==> src/rtl/pwr_pkg.sv <==
package pwr_pkg;
    typedef enum logic [1:0] {
        PS_COMA   = 2'd0,
        PS_WAKING = 2'd1,
        PS_ACTIVE = 2'd2,
        PS_SNOOZE = 2'd3
    } pwr_state_e;

    typedef enum logic [1:0] {
        COL_SCAN = 2'b00,
        COL_ALL  = 2'b01,
        COL_PAIR = 2'b10
    } col_mode_e;
endpackage

==> src/rtl/pwr_row_sync.sv <==
module pwr_row_sync #(
    parameter int W      = 8,
    parameter int STAGES = 2
) (
    input  logic         clk,
    input  logic         rst_n,
    input  logic [W-1:0] d_i,
    output logic [W-1:0] q_o
);
    logic [W-1:0] stage_q [STAGES];

    generate
        for (genvar s = 0; s < STAGES; s++) begin : g_stage
            always_ff @(posedge clk or negedge rst_n) begin
                if (!rst_n) begin
                    stage_q[s] <= '1;
                end else if (s == 0) begin
                    stage_q[s] <= d_i;
                end else begin
                    stage_q[s] <= stage_q[(s == 0) ? 0 : s - 1];
                end
            end
        end
    endgenerate

    assign q_o = stage_q[STAGES-1];
endmodule

==> src/rtl/pwr_tick_gen.sv <==
module pwr_tick_gen #(
    parameter int PERIOD = 1_250_000
) (
    input  logic clk,
    input  logic rst_n,
    input  logic en_i,
    output logic tick_o
);
    localparam int CW = (PERIOD > 1) ? $clog2(PERIOD) : 1;
    localparam logic [CW-1:0] LAST = CW'(PERIOD - 1);

    logic [CW-1:0] cnt_d, cnt_q;

    always_comb begin
        cnt_d = cnt_q;
        if (!en_i) begin
            cnt_d = '0;
        end else if (cnt_q == LAST) begin
            cnt_d = '0;
        end else begin
            cnt_d = cnt_q + 1'b1;
        end
    end

    always_ff @(posedge clk or negedge rst_n) begin
        if (!rst_n) begin
            cnt_q <= '0;
        end else begin
            cnt_q <= cnt_d;
        end
    end

    assign tick_o = en_i && (cnt_q == LAST);
endmodule

==> src/rtl/pwr_wake_detect.sv <==
module pwr_wake_detect #(
    parameter int W = 8
) (
    input  logic [W-1:0] rows_i,
    output logic         any_low_o,
    output logic         pair_low_o
);
    localparam int HI = W - 1;
    localparam int LO = W - 2;

    assign any_low_o  = ~&rows_i;
    assign pair_low_o = ~rows_i[HI] & ~rows_i[LO];
endmodule

==> src/rtl/pwr_wake_ctrl.sv <==
module pwr_wake_ctrl
    import pwr_pkg::*;
#(
    parameter int ROW_W         = 8,
    parameter int TICK_CYCLES   = 1_250_000,
    parameter int TIMEOUT_TICKS = 100
) (
    input  logic             clk,
    input  logic             rst_n,
    input  logic             halt_i,
    input  logic [ROW_W-1:0] rows_i,
    input  logic             turn_on_wr_i,
    input  logic             power_off_wr_i,
    input  logic             irq_ack_i,
    output logic             clk_en_o,
    output logic             irq_o,
    output logic [1:0]       col_mode_o
);
    localparam int WCW = $clog2(TIMEOUT_TICKS + 1);
    localparam logic [WCW-1:0] WAIT_LAST = WCW'(TIMEOUT_TICKS - 1);

    typedef struct packed {
        pwr_state_e     state;
        logic           irq;
        logic [WCW-1:0] wait_cnt;
    } ctrl_t;

    ctrl_t st_d, st_q;

    logic [ROW_W-1:0] rows_s;
    logic             tick;
    logic             any_low;
    logic             pair_low;
    pwr_state_e       state_cur;

    assign state_cur = st_q.state;

    pwr_row_sync #(.W(ROW_W), .STAGES(2)) u_sync (
        .clk   (clk),
        .rst_n (rst_n),
        .d_i   (rows_i),
        .q_o   (rows_s)
    );

    pwr_tick_gen #(.PERIOD(TICK_CYCLES)) u_tick (
        .clk    (clk),
        .rst_n  (rst_n),
        .en_i   (st_q.state != PS_COMA),
        .tick_o (tick)
    );

    pwr_wake_detect #(.W(ROW_W)) u_detect (
        .rows_i     (rows_s),
        .any_low_o  (any_low),
        .pair_low_o (pair_low)
    );

    always_comb begin
        st_d = st_q;
        // pending request survives unless acknowledged; new events merge in
        if (irq_ack_i) st_d.irq = 1'b0;
        if (tick)      st_d.irq = 1'b1;

        unique case (st_q.state)
            PS_COMA: begin
                st_d.irq = 1'b0;
                if (pair_low) begin
                    st_d.state    = PS_WAKING;
                    st_d.irq      = 1'b1;
                    st_d.wait_cnt = '0;
                end
            end
            PS_WAKING: begin
                if (turn_on_wr_i) begin
                    st_d.state = PS_ACTIVE;
                end else if (tick) begin
                    if (st_q.wait_cnt == WAIT_LAST) begin
                        st_d.state = PS_COMA;
                        st_d.irq   = 1'b0;
                    end else begin
                        st_d.wait_cnt = st_q.wait_cnt + 1'b1;
                    end
                end
            end
            PS_ACTIVE: begin
                if (power_off_wr_i) begin
                    st_d.state = PS_COMA;
                    st_d.irq   = 1'b0;
                end else if (halt_i && !st_q.irq && !tick) begin
                    st_d.state = PS_SNOOZE;
                end
            end
            PS_SNOOZE: begin
                if (any_low || tick) begin
                    st_d.state = PS_ACTIVE;
                    st_d.irq   = 1'b1;
                end
            end
            default: st_d = st_q;
        endcase
    end

    always_ff @(posedge clk or negedge rst_n) begin
        if (!rst_n) begin
            st_q.state    <= PS_COMA;
            st_q.irq      <= 1'b0;
            st_q.wait_cnt <= '0;
        end else begin
            st_q <= st_d;
        end
    end

    assign clk_en_o = (st_q.state == PS_ACTIVE) || (st_q.state == PS_WAKING);
    assign irq_o    = st_q.irq;

    always_comb begin
        unique case (st_q.state)
            PS_COMA:   col_mode_o = COL_PAIR;
            PS_SNOOZE: col_mode_o = COL_ALL;
            default:   col_mode_o = COL_SCAN;
        endcase
    end
endmodule

==> config.mk <==
export PLATFORM = sky130hd
export DESIGN_NAME = pwr_wake_ctrl
export DESIGN_NICKNAME = d
export VERILOG_FILES = /design/src/rtl/pwr_pkg.sv /design/src/rtl/pwr_row_sync.sv /design/src/rtl/pwr_tick_gen.sv /design/src/rtl/pwr_wake_detect.sv /design/src/rtl/pwr_wake_ctrl.sv
export SDC_FILE = /design/constraint.sdc
export NUM_CORES = 1
export LEC_CHECK = 0
export BUFFER_PORTS_ARGS = -buffer_cell sky130_fd_sc_hd__buf_2
export CORE_MARGIN = 2
export CORE_UTILIZATION = 63
export DETAILED_ROUTE_END_ITERATION = 8
export PLACE_DENSITY = 0.83
export REMOVE_ABC_BUFFERS = 1
export SYNTH_ARGS = -nofsm -noshare
export SYNTH_HDL_FRONTEND = slang
export SYNTH_SLANG_ARGS = --single-unit
==> constraint.sdc <==
create_clock -name clk -period 7 [get_ports clk]
set_clock_uncertainty 0.2 [all_clocks]
set_input_delay 0.7 -clock clk [delete_from_list [all_inputs] [get_ports clk]]
set_output_delay 0.7 -clock clk [all_outputs]
set_load 0.01 [all_outputs]
==> flow_metrics.env, run 1 <==
export IMPL_cts_tree="built"
export IMPL_cts_root_buf="clkbuf_4"
export IMPL_top_usage_layer="met2"
export IMPL_switching_share_pct=29.3
export IMPL_worstSetupPathType="reg -> reg"
export IMPL_area_delta_synth_final_pct=10.3
export IMPL_core_um2=3310
export IMPL_hold_depth=0
export IMPL_r2r_setup_slack_ps=4240
export IMPL_die_width_um=62.5
export IMPL_ant_nets=0
export IMPL_drt_iter0_markers=123
export IMPL_peakVddDrop_uv=161
export IMPL_power_leakage_nw=1.03
export IMPL_grtUsageMet1_pct=26.8
export IMPL_place_gp_congestion=0.997
export IMPL_fillers=244
export IMPL_grt_use_met3_pct=5.05
export IMPL_power_per_cell_area_nw_per_um2=241
export IMPL_ys_seq_elements=47
export IMPL_p_clk_share_pct=28.7
export IMPL_clkTransAtPathRegs_ps=140
export IMPL_fmax_ghz=0.362
export IMPL_io_pins=18
export IMPL_synth_compound_area_share_pct=6.96
export IMPL_netlist_area_um2=2160
export IMPL_finalCritPeriodShare_pct=39.5
export IMPL_finalHoldViolations=0
export IMPL_p_int_uw=405
export IMPL_synth_top_area_share_pct=36.0
export IMPL_synth_top_cell_by_area="dfrtp_1"
export IMPL_grt_overflow_total=0
export IMPL_holdPathEnd="u_sync.q_o[5]"
export IMPL_r2r_cells=5
export IMPL_totalWireLength_um=3900
export IMPL_p_seq_share_pct=51.6
export IMPL_antenna_found_initial=0
export IMPL_clock_path_buffers=2
export IMPL_post_cts_setup_buffers=0
export IMPL_fin_tns_setup_ps=0
export IMPL_crit_arrival_ps=2840
export IMPL_synth_edf_count=0
export IMPL_synth_main_ff_cell="dfrtp_1"
export IMPL_cts_resized=0
export IMPL_via_count=1525
export IMPL_hpwlAfterDp_um=2790
export IMPL_rr_startpoint="u_tick.cnt_q[5]"
export IMPL_synth_mux_area_share_pct=2.44
export IMPL_synth_common_cells="dfrtp_1 (31), nor2_1 (29), dfstp_2 (16)"
export IMPL_ys_seq_area_share_pct=55.5
export IMPL_synth_area_leaders="dfrtp_1 (36%), dfstp_2 (20%), xor2_1 (5.7%), nor2_1 (5.0%), ha_1 (4.1%)"
export IMPL_drv_slew=0
export IMPL_total_power_uw=573
export IMPL_worstSetupStartpointType="flop"
export IMPL_grt_pass1_vias=1550
export IMPL_yosysMostFrequentCell="dfrtp_1"
export IMPL_die_area_um2=3910
export IMPL_htree_num_levels=2
export IMPL_min_period_ps=2760
export IMPL_whs_ps=164
export IMPL_grtUsageTotal_pct=21.8
export IMPL_worstMarginPinSlew_ps=1260
export IMPL_status="finished clean"
export IMPL_core_rowCount=21
export IMPL_endpoint_kind="flop"
export IMPL_maxCapViolCount=0
export IMPL_grt_pass1_wl_um=6740
export IMPL_synth_top_family_by_area="simple AND/OR/NAND/NOR gates"
export IMPL_rsz0062_at_grt="false"
export IMPL_grt_max_degree=48
export IMPL_syn_instance_count=195
export IMPL_cp_max_fo=6
export IMPL_drc=0
export IMPL_worstPathRequired_ps=7070
export IMPL_min_from="u_sync.stage_q[13]"
export IMPL_diodes=0
export IMPL_synthDistinctLibCells=41
export IMPL_clock_latency_ps=370
export IMPL_start_util_pct=65.1
export IMPL_avgSynthCellArea_um2=11.1
export IMPL_relSlewSlack_pct=15.0
export IMPL_p_switching_uw=168
export IMPL_numCtsBuffers=5
export IMPL_async_flop_share_pct=100
export IMPL_setup_viol_count_final=0
export IMPL_synth_xor_area_share_pct=7.72
export IMPL_finalNetCount=238
export IMPL_grt_use_met2_pct=37.8
export IMPL_yosys_warnings=0
export IMPL_clock_sinks=47
export IMPL_first_pass_iters=4
export IMPL_r2r_end="state_cur[0]"
export IMPL_portBuffers=17
export IMPL_die_h_um=62.5
export IMPL_drive_above_1_share_pct=22.5
export IMPL_hp_class="reg -> reg"
export IMPL_avgRoutedWirePerCell_um=14.8
export IMPL_synthAdderAreaFrac_pct=4.06
export IMPL_power_frac_comb_pct=19.7
export IMPL_viasPerCell=5.78
export IMPL_cts_hold_buf=0
export IMPL_synth_simple_area_share_pct=21.6
## layout by cell type, fill, tap and decap left out, types with 2 or more instances in the layout
cell type | synthesis | layout
nand2b_1 | 2 | 2
mux2i_1 | 3 | 3
or4_1 | 2 | 2
o21ai_0 | 4 | 4
a211o_1 | 2 | 2
dfstp_2 | 16 | 16
xnor2_1 | 5 | 5
o22a_1 | 2 | 2
nand4_1 | 8 | 8
a21oi_1 | 3 | 3
clkbuf_4 | 0 | 5
ha_1 | 7 | 7
buf_2 | 0 | 17
nor2_1 | 29 | 29
dfrtp_1 | 31 | 31
nor2b_1 | 6 | 6
nand4b_1 | 2 | 2
nor3_1 | 3 | 3
xor2_1 | 14 | 14
nand3_1 | 10 | 10
inv_1 | 7 | 7
and3_1 | 4 | 4
nor4_1 | 3 | 3
nand2_1 | 10 | 10
o311ai_0 | 2 | 2
## worst max-delay path, stage by stage (launching register included)
cell,delay [ps]
dfrtp_1,460
or4_1,530
or4_4,570
nor3_4,250
mux2i_1,320
mux2_1,350
## metal layers
metal | part of all wire [%] | vias to the layer above
met4 | 1.7 | 0
li1 | - | 728
met2 | 51 | 26
met5 | 0 | -
met1 | 43 | 762
met3 | 3.5 | 9
## flip-flops by register name, summed over array words and instances, names as in the netlist
signal and flops:
u_tick.cnt_q 21, u_sync.stage_q 8, st_q 7, state_cur 2
u_sync.q_o 8, irq_o 1
## stage by stage
stage	instances	util (%)	cell area [µm²]	worst slack, ps
after global routing	264	71.8	2380	4120
after floorplan	192	-	2140	4250
after global placement	256	69.3	2290	4280
after detailed placement	256	69.3	2290	4250
after CTS	264	71.8	2380	4230
final	264	71.8	2380	4240
## cell families (layout without fill, tap and decap cells)
group                    count (synthesis)  count (layout)
AO/OA/AOI/OAI                           20              20
XOR/XNOR                                19              19
adder cells (fa/ha/maj)                  7               7
buffers and inverters                   10              33
flip-flops                              47              47
multiplexers                             5               5
AND/OR/NAND/NOR                         87              87
## how the worst max path moves through the flow
| stage | startpoint | cells after the start | endpoint | slack (ps) |
|---|---|---|---|---|
| detailed placement | u_tick.cnt_q[5] | 5 | state_cur[0] | 4250 |
| global placement | u_tick.cnt_q[5] | 5 | state_cur[0] | 4280 |
| global route | u_tick.cnt_q[0] | 6 | u_tick.cnt_q[18] | 4120 |
| finish | u_tick.cnt_q[5] | 5 | state_cur[0] | 4240 |
| floorplan | u_tick.cnt_q[5] | 4 | u_tick.cnt_q[10] | 4250 |
| CTS | u_tick.cnt_q[5] | 5 | state_cur[0] | 4230 |
## power groups by stage
stage / clock (mW) / sequential, mW / combinational, mW
2_1_floorplan: 0 / 0.300 / 0.0740
3_3_place_gp: 0 / 0.300 / 0.107
3_5_place_dp: 0 / 0.301 / 0.112
4_1_cts: 0.169 / 0.296 / 0.113
5_1_grt: 0.180 / 0.297 / 0.125
6_report: 0.164 / 0.296 / 0.113
## cell type report
type | instances | area [µm²] | share of cell area (%)
clock inverters | 3 | 45.0 | 1.89
flip-flops and latches | 47 | 1200 | 50.3
inverters | 7 | 26.3 | 1.11
clock buffers | 5 | 37.5 | 1.58
repair buffers | 18 | 92.6 | 3.89
multi-input cells | 138 | 922 | 38.8
well taps | 46 | 57.6 | 2.42
No activity file was read; power rests on OpenSTA's default activity.
==> run 2: changes to the inputs <==
--- a/config.mk
+++ b/config.mk
@@ -5,11 +5,12 @@
 export SDC_FILE = /design/constraint.sdc
 export NUM_CORES = 1
 export LEC_CHECK = 0
+export ABC_AREA = 1
 export BUFFER_PORTS_ARGS = -buffer_cell sky130_fd_sc_hd__buf_2
 export CORE_MARGIN = 2
-export CORE_UTILIZATION = 63
+export CORE_UTILIZATION = 54
 export DETAILED_ROUTE_END_ITERATION = 8
-export PLACE_DENSITY = 0.83
+export PLACE_DENSITY = 0.75
 export REMOVE_ABC_BUFFERS = 1
 export SYNTH_ARGS = -nofsm -noshare
 export SYNTH_HDL_FRONTEND = slang
==> constraint.sdc (replaced) <==
create_clock -name clk -period 2.4 [get_ports clk]
set_clock_uncertainty 0.2 [all_clocks]
set_input_delay 0.24 -clock clk [delete_from_list [all_inputs] [get_ports clk]]
set_output_delay 0.24 -clock clk [all_outputs]
set_load 0.01 [all_outputs]
==> run 2 against run 1 <==
- via count is 28% higher
- clock-buffer cell count grew 1
- worst hold slack lost 100 ps
- sequential power grew to 2.9 times the previous value
- highest routed layer unchanged
- critical path type unchanged
- worst setup slack worse by 3800 ps
- area after synthesis is 16% higher
- flip-flop and latch count stayed put
- largest power group unchanged
- critical path depth rose by 5
- critical endpoint is now st_q[3]
==> flow_metrics.env, run 2 <==
export IMPL_hpwlAfterDp_um=3420
export IMPL_cts_resized=0
export IMPL_antenna_found_initial=0
export IMPL_worstSetupPathType="reg -> reg"
export IMPL_drt_iter0_markers=81
export IMPL_regMostFlops="u_tick.cnt_q"
export IMPL_fmax_ghz=0.497
export IMPL_avgSynthCellArea_um2=8.39
export IMPL_slowest_stage="dfrtp_1"
export IMPL_grtUsageTotal_pct=19.8
export IMPL_cp_slowest_stage_delay_ps=430
export IMPL_totalWireLength_um=4660
export IMPL_via_count=1953
export IMPL_grt_max_degree=34
export IMPL_top_usage_layer="met2"
export IMPL_synth_common_cells="nand2_1 (57), nor2_1 (49), inv_1 (35)"
export IMPL_grt_use_met3_pct=4.31
export IMPL_synth_edf_count=0
export IMPL_finalNetCount=355
export IMPL_htree_num_levels=2
export IMPL_final_cell_mix="nand2_1 (57), nor2_1 (49), inv_1 (35), dfrtp_1 (31), nand3_1 (18)"
export IMPL_ys_seq_area_share_pct=47.7
export IMPL_hold_depth=4
export IMPL_avgRoutedWirePerCell_um=12.0
export IMPL_path_cells="inv_1, ha_1, inv_1, nor2_1, nor2_1, nor2_1, nand2_4, clkinv_4, o21ai_1, o21a_1"
export IMPL_fin_tns_setup_ps=0
export IMPL_crit_arrival_ps=2020
export IMPL_min_period_ps=2010
export IMPL_synth_main_ff_cell="dfrtp_1"
export IMPL_endpoint_kind="flop"
export IMPL_maxCapViolCount=0
export IMPL_ys_seq_elements=47
export IMPL_yosys_warnings=0
export IMPL_synthDistinctLibCells=30
export IMPL_drv_slew=0
export IMPL_power_leakage_nw=1.29
export IMPL_clock_latency_ps=310
export IMPL_viasPerCell=5.05
export IMPL_power_per_cell_area_nw_per_um2=692
export IMPL_ant_nets=0
export IMPL_setup_viol_count_final=0
export IMPL_peakVddDrop_uv=495
export IMPL_r2r_cells=10
export IMPL_die_width_um=72.2
export IMPL_largest_reg_flops=21
export IMPL_finalWorstSetupSlack_ps=386
export IMPL_portBuffers=17
export IMPL_seq_area_um2=1200
export IMPL_async_flop_share_pct=100
export IMPL_grtUsageMet1_pct=27.2
export IMPL_cp_max_fo=8
export IMPL_die_area_um2=5210
export IMPL_area_delta_synth_final_pct=14.7
export IMPL_yosysMostFrequentCell="nand2_1"
export IMPL_critical_path_most_common_cell="nor2_1"
export IMPL_drive_above_1_share_pct=22.7
export IMPL_first_pass_iters=4
export IMPL_synth_top_cell_by_area="dfrtp_1"
export IMPL_relSlewSlack_pct=52.0
export IMPL_dp_slack_ps=405
export IMPL_multi_input_area_um2=1130
export IMPL_worstPathRequired_ps=2410
export IMPL_fillers=356
export IMPL_start_util_pct=56.9
export IMPL_finalCritPeriodShare_pct=83.9
export IMPL_synth_area_leaders="dfrtp_1 (31%), dfstp_2 (17%), nand2_1 (8.5%), nor2_1 (7.3%), inv_1 (5.2%)"
export IMPL_cts_tree="built"
export IMPL_worstSetupStartpointType="flop"
export IMPL_rsz0062_at_grt="false"
export IMPL_synth_top_area_share_pct=30.9
export IMPL_io_pins=18
export IMPL_clkTransAtPathRegs_ps=100
export IMPL_syn_instance_count=299
export IMPL_drc=0
export IMPL_netlist_area_um2=2510
export IMPL_numCtsBuffers=5
export IMPL_finalHoldViolations=0
export IMPL_grt_use_met2_pct=31.2
export IMPL_diodes=0
export IMPL_status="finished clean"
export IMPL_grt_overflow_total=0
export IMPL_hp_class="in -> reg"
export IMPL_grt_pass1_vias=1839
export IMPL_clock_path_buffers=2
export IMPL_die_h_um=72.2
export IMPL_layout_commonest_cell="nand2_1"
export IMPL_cts_root_buf="clkbuf_8"
export IMPL_core_um2=4410
export IMPL_place_gp_congestion=0.845
export IMPL_core_rowCount=24
export IMPL_worstMarginPinSlew_ps=720
export IMPL_grt_pass1_wl_um=8070
export IMPL_clock_sinks=47
run 2: cell count changes after synthesis, sizes merged, moves of 4 or more:
cell   before  now
xor2       14    6
inv         7   42
a21oi       3   10
o21ai       4    9
nor2b       6    0
nor2       29   54
nor3        4   14
o21a        0    5
and3        4    0
nand3      10   22
nand2      10   64
run 2: critical path: cells and delay by family (launching register included):
family / cells / cell delay (ps)
simple gates: 4 / 540
compound gates: 2 / 160
flops: 1 / 430
fa+ha+maj: 1 / 300
buf+inv: 3 / 280
run 2: metrics by stage:
step / power [mW] / hold slack (ps) / util (%) / instance area (µm²) / cells
after floorplan: 1.27 / -256 / - / 2500 / 297
after global placement: 1.42 / 144 / 60.7 / 2680 / 370
after detailed placement: 1.44 / 144 / 60.7 / 2680 / 370
after CTS: 2.01 / 50.3 / 65.2 / 2880 / 387
after global routing: 2.12 / 90.7 / 65.2 / 2880 / 387
final: 1.99 / 60.5 / 65.2 / 2880 / 387
run 2: final timing paths:
path | end | slack [ps] | start
max | st_q[3] | 390 | state_cur[1]
min | st_q[6] | 60 | turn_on_wr_i
max reg2reg | st_q[3] | 390 | state_cur[1]
min reg2reg | u_sync.q_o[1] | 150 | u_sync.stage_q[9]
max in group asynchronous | u_sync.stage_q[9] | 1000 | rst_n
min in group asynchronous | st_q[6] | 320 | rst_n
run 2: cell families (layout without fill, tap and decap cells):
| family | count (synthesis) | after routing | share of synthesized area, % |
|---|---|---|---|
| compound gates | 24 | 24 | 5.28 |
| xor+xnor | 9 | 9 | 3.14 |
| fa+ha+maj | 7 | 7 | 3.49 |
| buf+inv | 45 | 81 | 7.13 |
| flops | 47 | 47 | 47.7 |
| simple gates | 167 | 167 | 33.3 |
run 2: timing repair:
item                                   CTS  global route
endpoints found under the hold margin   39             0
buffers inserted                         0             0
hold buffers                             9             0
run 2: power breakdown:
group          switching [mW]  total (mW)  leakage (nW)  internal (mW)
Combinational           0.376       0.569         0.636          0.192
Sequential             0.0244       0.866         0.599          0.842
Clock                   0.282       0.556        0.0569          0.274
run 2: layout make-up:
cell class / instances / share of cell area (%)
Sequential cell: 47 / 41.5
Clock inverter: 2 / 0.608
Clock buffer: 6 / 3.26
Tap cell: 52 / 2.26
Inverter: 43 / 5.78
Multi-Input combinational cell: 207 / 39.4
Timing Repair Buffer: 30 / 7.13
run 2: layer usage:
| layer | part of all wire, % | routed length (µm) | vias up |
|---|---|---|---|
| li1 | - | - | 1017 |
| met1 | 49 | 2270 | 899 |
| met2 | 46 | 2150 | 31 |
| met3 | 3.6 | 166 | 6 |
| met4 | 1.5 | 72 | 0 |
| met5 | 0 | 0 | - |
==> run 3: changes to the inputs <==
--- a/config.mk
+++ b/config.mk
@@ -8,9 +8,9 @@
 export ABC_AREA = 1
 export BUFFER_PORTS_ARGS = -buffer_cell sky130_fd_sc_hd__buf_2
 export CORE_MARGIN = 2
-export CORE_UTILIZATION = 54
+export CORE_UTILIZATION = 60
 export DETAILED_ROUTE_END_ITERATION = 8
-export PLACE_DENSITY = 0.75
+export PLACE_DENSITY = 0.79
 export REMOVE_ABC_BUFFERS = 1
 export SYNTH_ARGS = -nofsm -noshare
 export SYNTH_HDL_FRONTEND = slang
==> constraint.sdc (replaced) <==
create_clock -name clk -period 1.9 [get_ports clk]
set_clock_uncertainty 0.2 [all_clocks]
set_input_delay 0.19 -clock clk [delete_from_list [all_inputs] [get_ports clk]]
set_output_delay 0.19 -clock clk [all_outputs]
set_load 0.01 [all_outputs]
==> run 3 against run 2 <==
- clock power increased by 15%
- largest cell class is now multi-input combinational cells
- sequential power increased by 27%
- fmax increased by 9.5%
- highest routed layer unchanged
- routed wire length increased by 12%
- sequential share of layout area decreased by 1.9 points
- via count increased by 5.3%
- clock-buffer cell count decreased by 1
- die area decreased by 9.5%
- combinational power increased by 44%
- core utilization increased by 10 points
- non-clock buffer count increased by 10
- flip-flop and latch count unchanged
==> flow_metrics.env, run 3 (synthesis results as in run 2) <==
export IMPL_grt_max_degree=48
export IMPL_area_delta_synth_final_pct=20.5
export IMPL_grt_overflow_total=0
export IMPL_core_um2=4000
export IMPL_antenna_found_initial=0
export IMPL_via_count=2057
export IMPL_io_pins=18
export IMPL_drive_above_1_share_pct=30.4
export IMPL_core_rowCount=23
export IMPL_power_leakage_nw=1.35
export IMPL_peakVddDrop_uv=678
export IMPL_status="finished clean"
export IMPL_die_width_um=68.7
export IMPL_hp_class="in -> reg"
export IMPL_crit_family="simple AND/OR/NAND/NOR gates"
export IMPL_cts_tree="built"
export IMPL_finalNetCount=365
export IMPL_clock_path_buffers=2
export IMPL_ant_nets=0
export IMPL_avgRoutedWirePerCell_um=13.2
export IMPL_regMostFlops="u_tick.cnt_q"
export IMPL_min_period_ps=1840
export IMPL_die_h_um=68.7
export IMPL_worstSetupPathType="reg -> reg"
export IMPL_totalWireLength_um=5210
export IMPL_first_pass_iters=4
export IMPL_final_cell_mix="nand2_1 (56), nor2_1 (41), inv_1 (34), dfrtp_1 (28), buf_2 (17)"
export IMPL_cts_root_buf="clkbuf_8"
export IMPL_dp_slack_ps=3.81
export IMPL_fillers=267
export IMPL_htree_num_levels=2
export IMPL_relSlewSlack_pct=62.4
export IMPL_finalCoreUtilization_pct=75.6
export IMPL_portBuffers=17
export IMPL_grtUsageTotal_pct=24.8
export IMPL_diodes=0
export IMPL_power_per_cell_area_nw_per_um2=847
export IMPL_worstPathRequired_ps=1910
export IMPL_die_area_um2=4720
export IMPL_grt_pass1_wl_um=8420
export IMPL_clkTransAtPathRegs_ps=90
export IMPL_whs_ps=32.5
export IMPL_finalCritPeriodShare_pct=96.8
export IMPL_worstSetupStartpointType="flop"
export IMPL_finalHoldViolations=0
export IMPL_grt_pass1_vias=1864
export IMPL_drv_slew=0
export IMPL_finalWorstSetupSlack_ps=61.5
export IMPL_drt_iter0_markers=146
export IMPL_total_power_mw=2.56
export IMPL_setup_viol_count_final=0
export IMPL_cp_max_fo=8
export IMPL_start_util_pct=62.7
export IMPL_clock_latency_ps=310
export IMPL_slowest_stage="dfrtp_1"
export IMPL_viasPerCell=5.21
export IMPL_largest_reg_flops=21
export IMPL_cp_slowest_stage_delay_ps=390
export IMPL_drc=0
export IMPL_maxCapViolCount=0
export IMPL_layout_commonest_cell="nand2_1"
export IMPL_path_cells="ha_1, nand3_1, nor2_1, nor2_1, nor2_2, nor2_4, nand2_4, clkinv_4, nand2_2, nand2_1, nand2_1, inv_1"
export IMPL_worstMarginPinSlew_ps=564
export IMPL_fmax_ghz=0.544
export IMPL_endpoint_kind="flop"
export IMPL_numCtsBuffers=5
export IMPL_path_buf_inv=2
export IMPL_clock_sinks=47
export IMPL_crit_arrival_ps=1850
export IMPL_place_gp_congestion=0.856
export IMPL_hpwlAfterDp_um=3620
## run 3: final timing paths
check / from / to / slack [ps] / cells past startpoint
max: st_q[0] / st_q[2] / 60 / 12
min: turn_on_wr_i / st_q[5] / 30 / 4
max reg2reg: st_q[0] / st_q[2] / 60 / 12
min reg2reg: u_sync.stage_q[8] / u_sync.q_o[0] / 160 / 0
max in group asynchronous: rst_n / u_tick.cnt_q[4] / 810 / 3
min in group asynchronous: rst_n / st_q[5] / 280 / 3
## run 3: per-stage QoR
| stage | std cells | setup TNS, ps | cell area (µm²) |
|---|---|---|---|
| 2_1_floorplan | 297 | 0 | 2500 |
| 3_3_place_gp | 374 | 0 | 2720 |
| 3_5_place_dp | 374 | 0 | 2720 |
| 4_1_cts | 391 | 0 | 2910 |
| 5_1_grt | 395 | -59.6 | 3030 |
| 6_report | 395 | 0 | 3030 |
## run 3: where the power goes
part	switching (mW)	leakage, nW	internal [mW]
Combinational	0.523	0.708	0.297
Clock	0.369	0.0495	0.270
Sequential	0.0406	0.594	1.06
Total	0.933	1.35	1.63
## run 3: final cells by class
| class | count | area, µm² | share of cell area, % |
|---|---|---|---|
| multi-input cells | 207 | 1220 | 40.3 |
| flip-flops and latches | 47 | 1200 | 39.7 |
| repair buffers | 40 | 280 | 9.26 |
| inverters | 43 | 171 | 5.67 |
| clock buffers | 5 | 68.8 | 2.27 |
| well taps | 50 | 62.6 | 2.07 |
| clock inverters | 3 | 23.8 | 0.786 |
## run 3: per-layer routing
| metal | share of wire, % | vias up | routed length (µm) | GRT usage, % |
|---|---|---|---|---|
| met1 | 44 | 942 | 2280 | 33.1 |
| met3 | 6.4 | 7 | 332 | 6.98 |
| li1 | - | 1042 | - | - |
| met5 | 0 | - | 0 | 0 |
| met2 | 49 | 66 | 2530 | 38.9 |
| met4 | 1.2 | 0 | 63 | 8.00 |
## run 3: tightest hold or removal path: cells and delay by family
family / cells / cell delay, ps
AO/OA/AOI/OAI: 1 / 70
AND/OR/NAND/NOR: 1 / 80
buffers and inverters: 2 / 170
## run 3: repair_timing
action                                 CTS  global route
pin swaps                                0            10
endpoints found under the hold margin   39             0
setup endpoints to repair                3            18
buffers inserted                         0             4
resized for setup                        1            26
hold buffers                             9             0
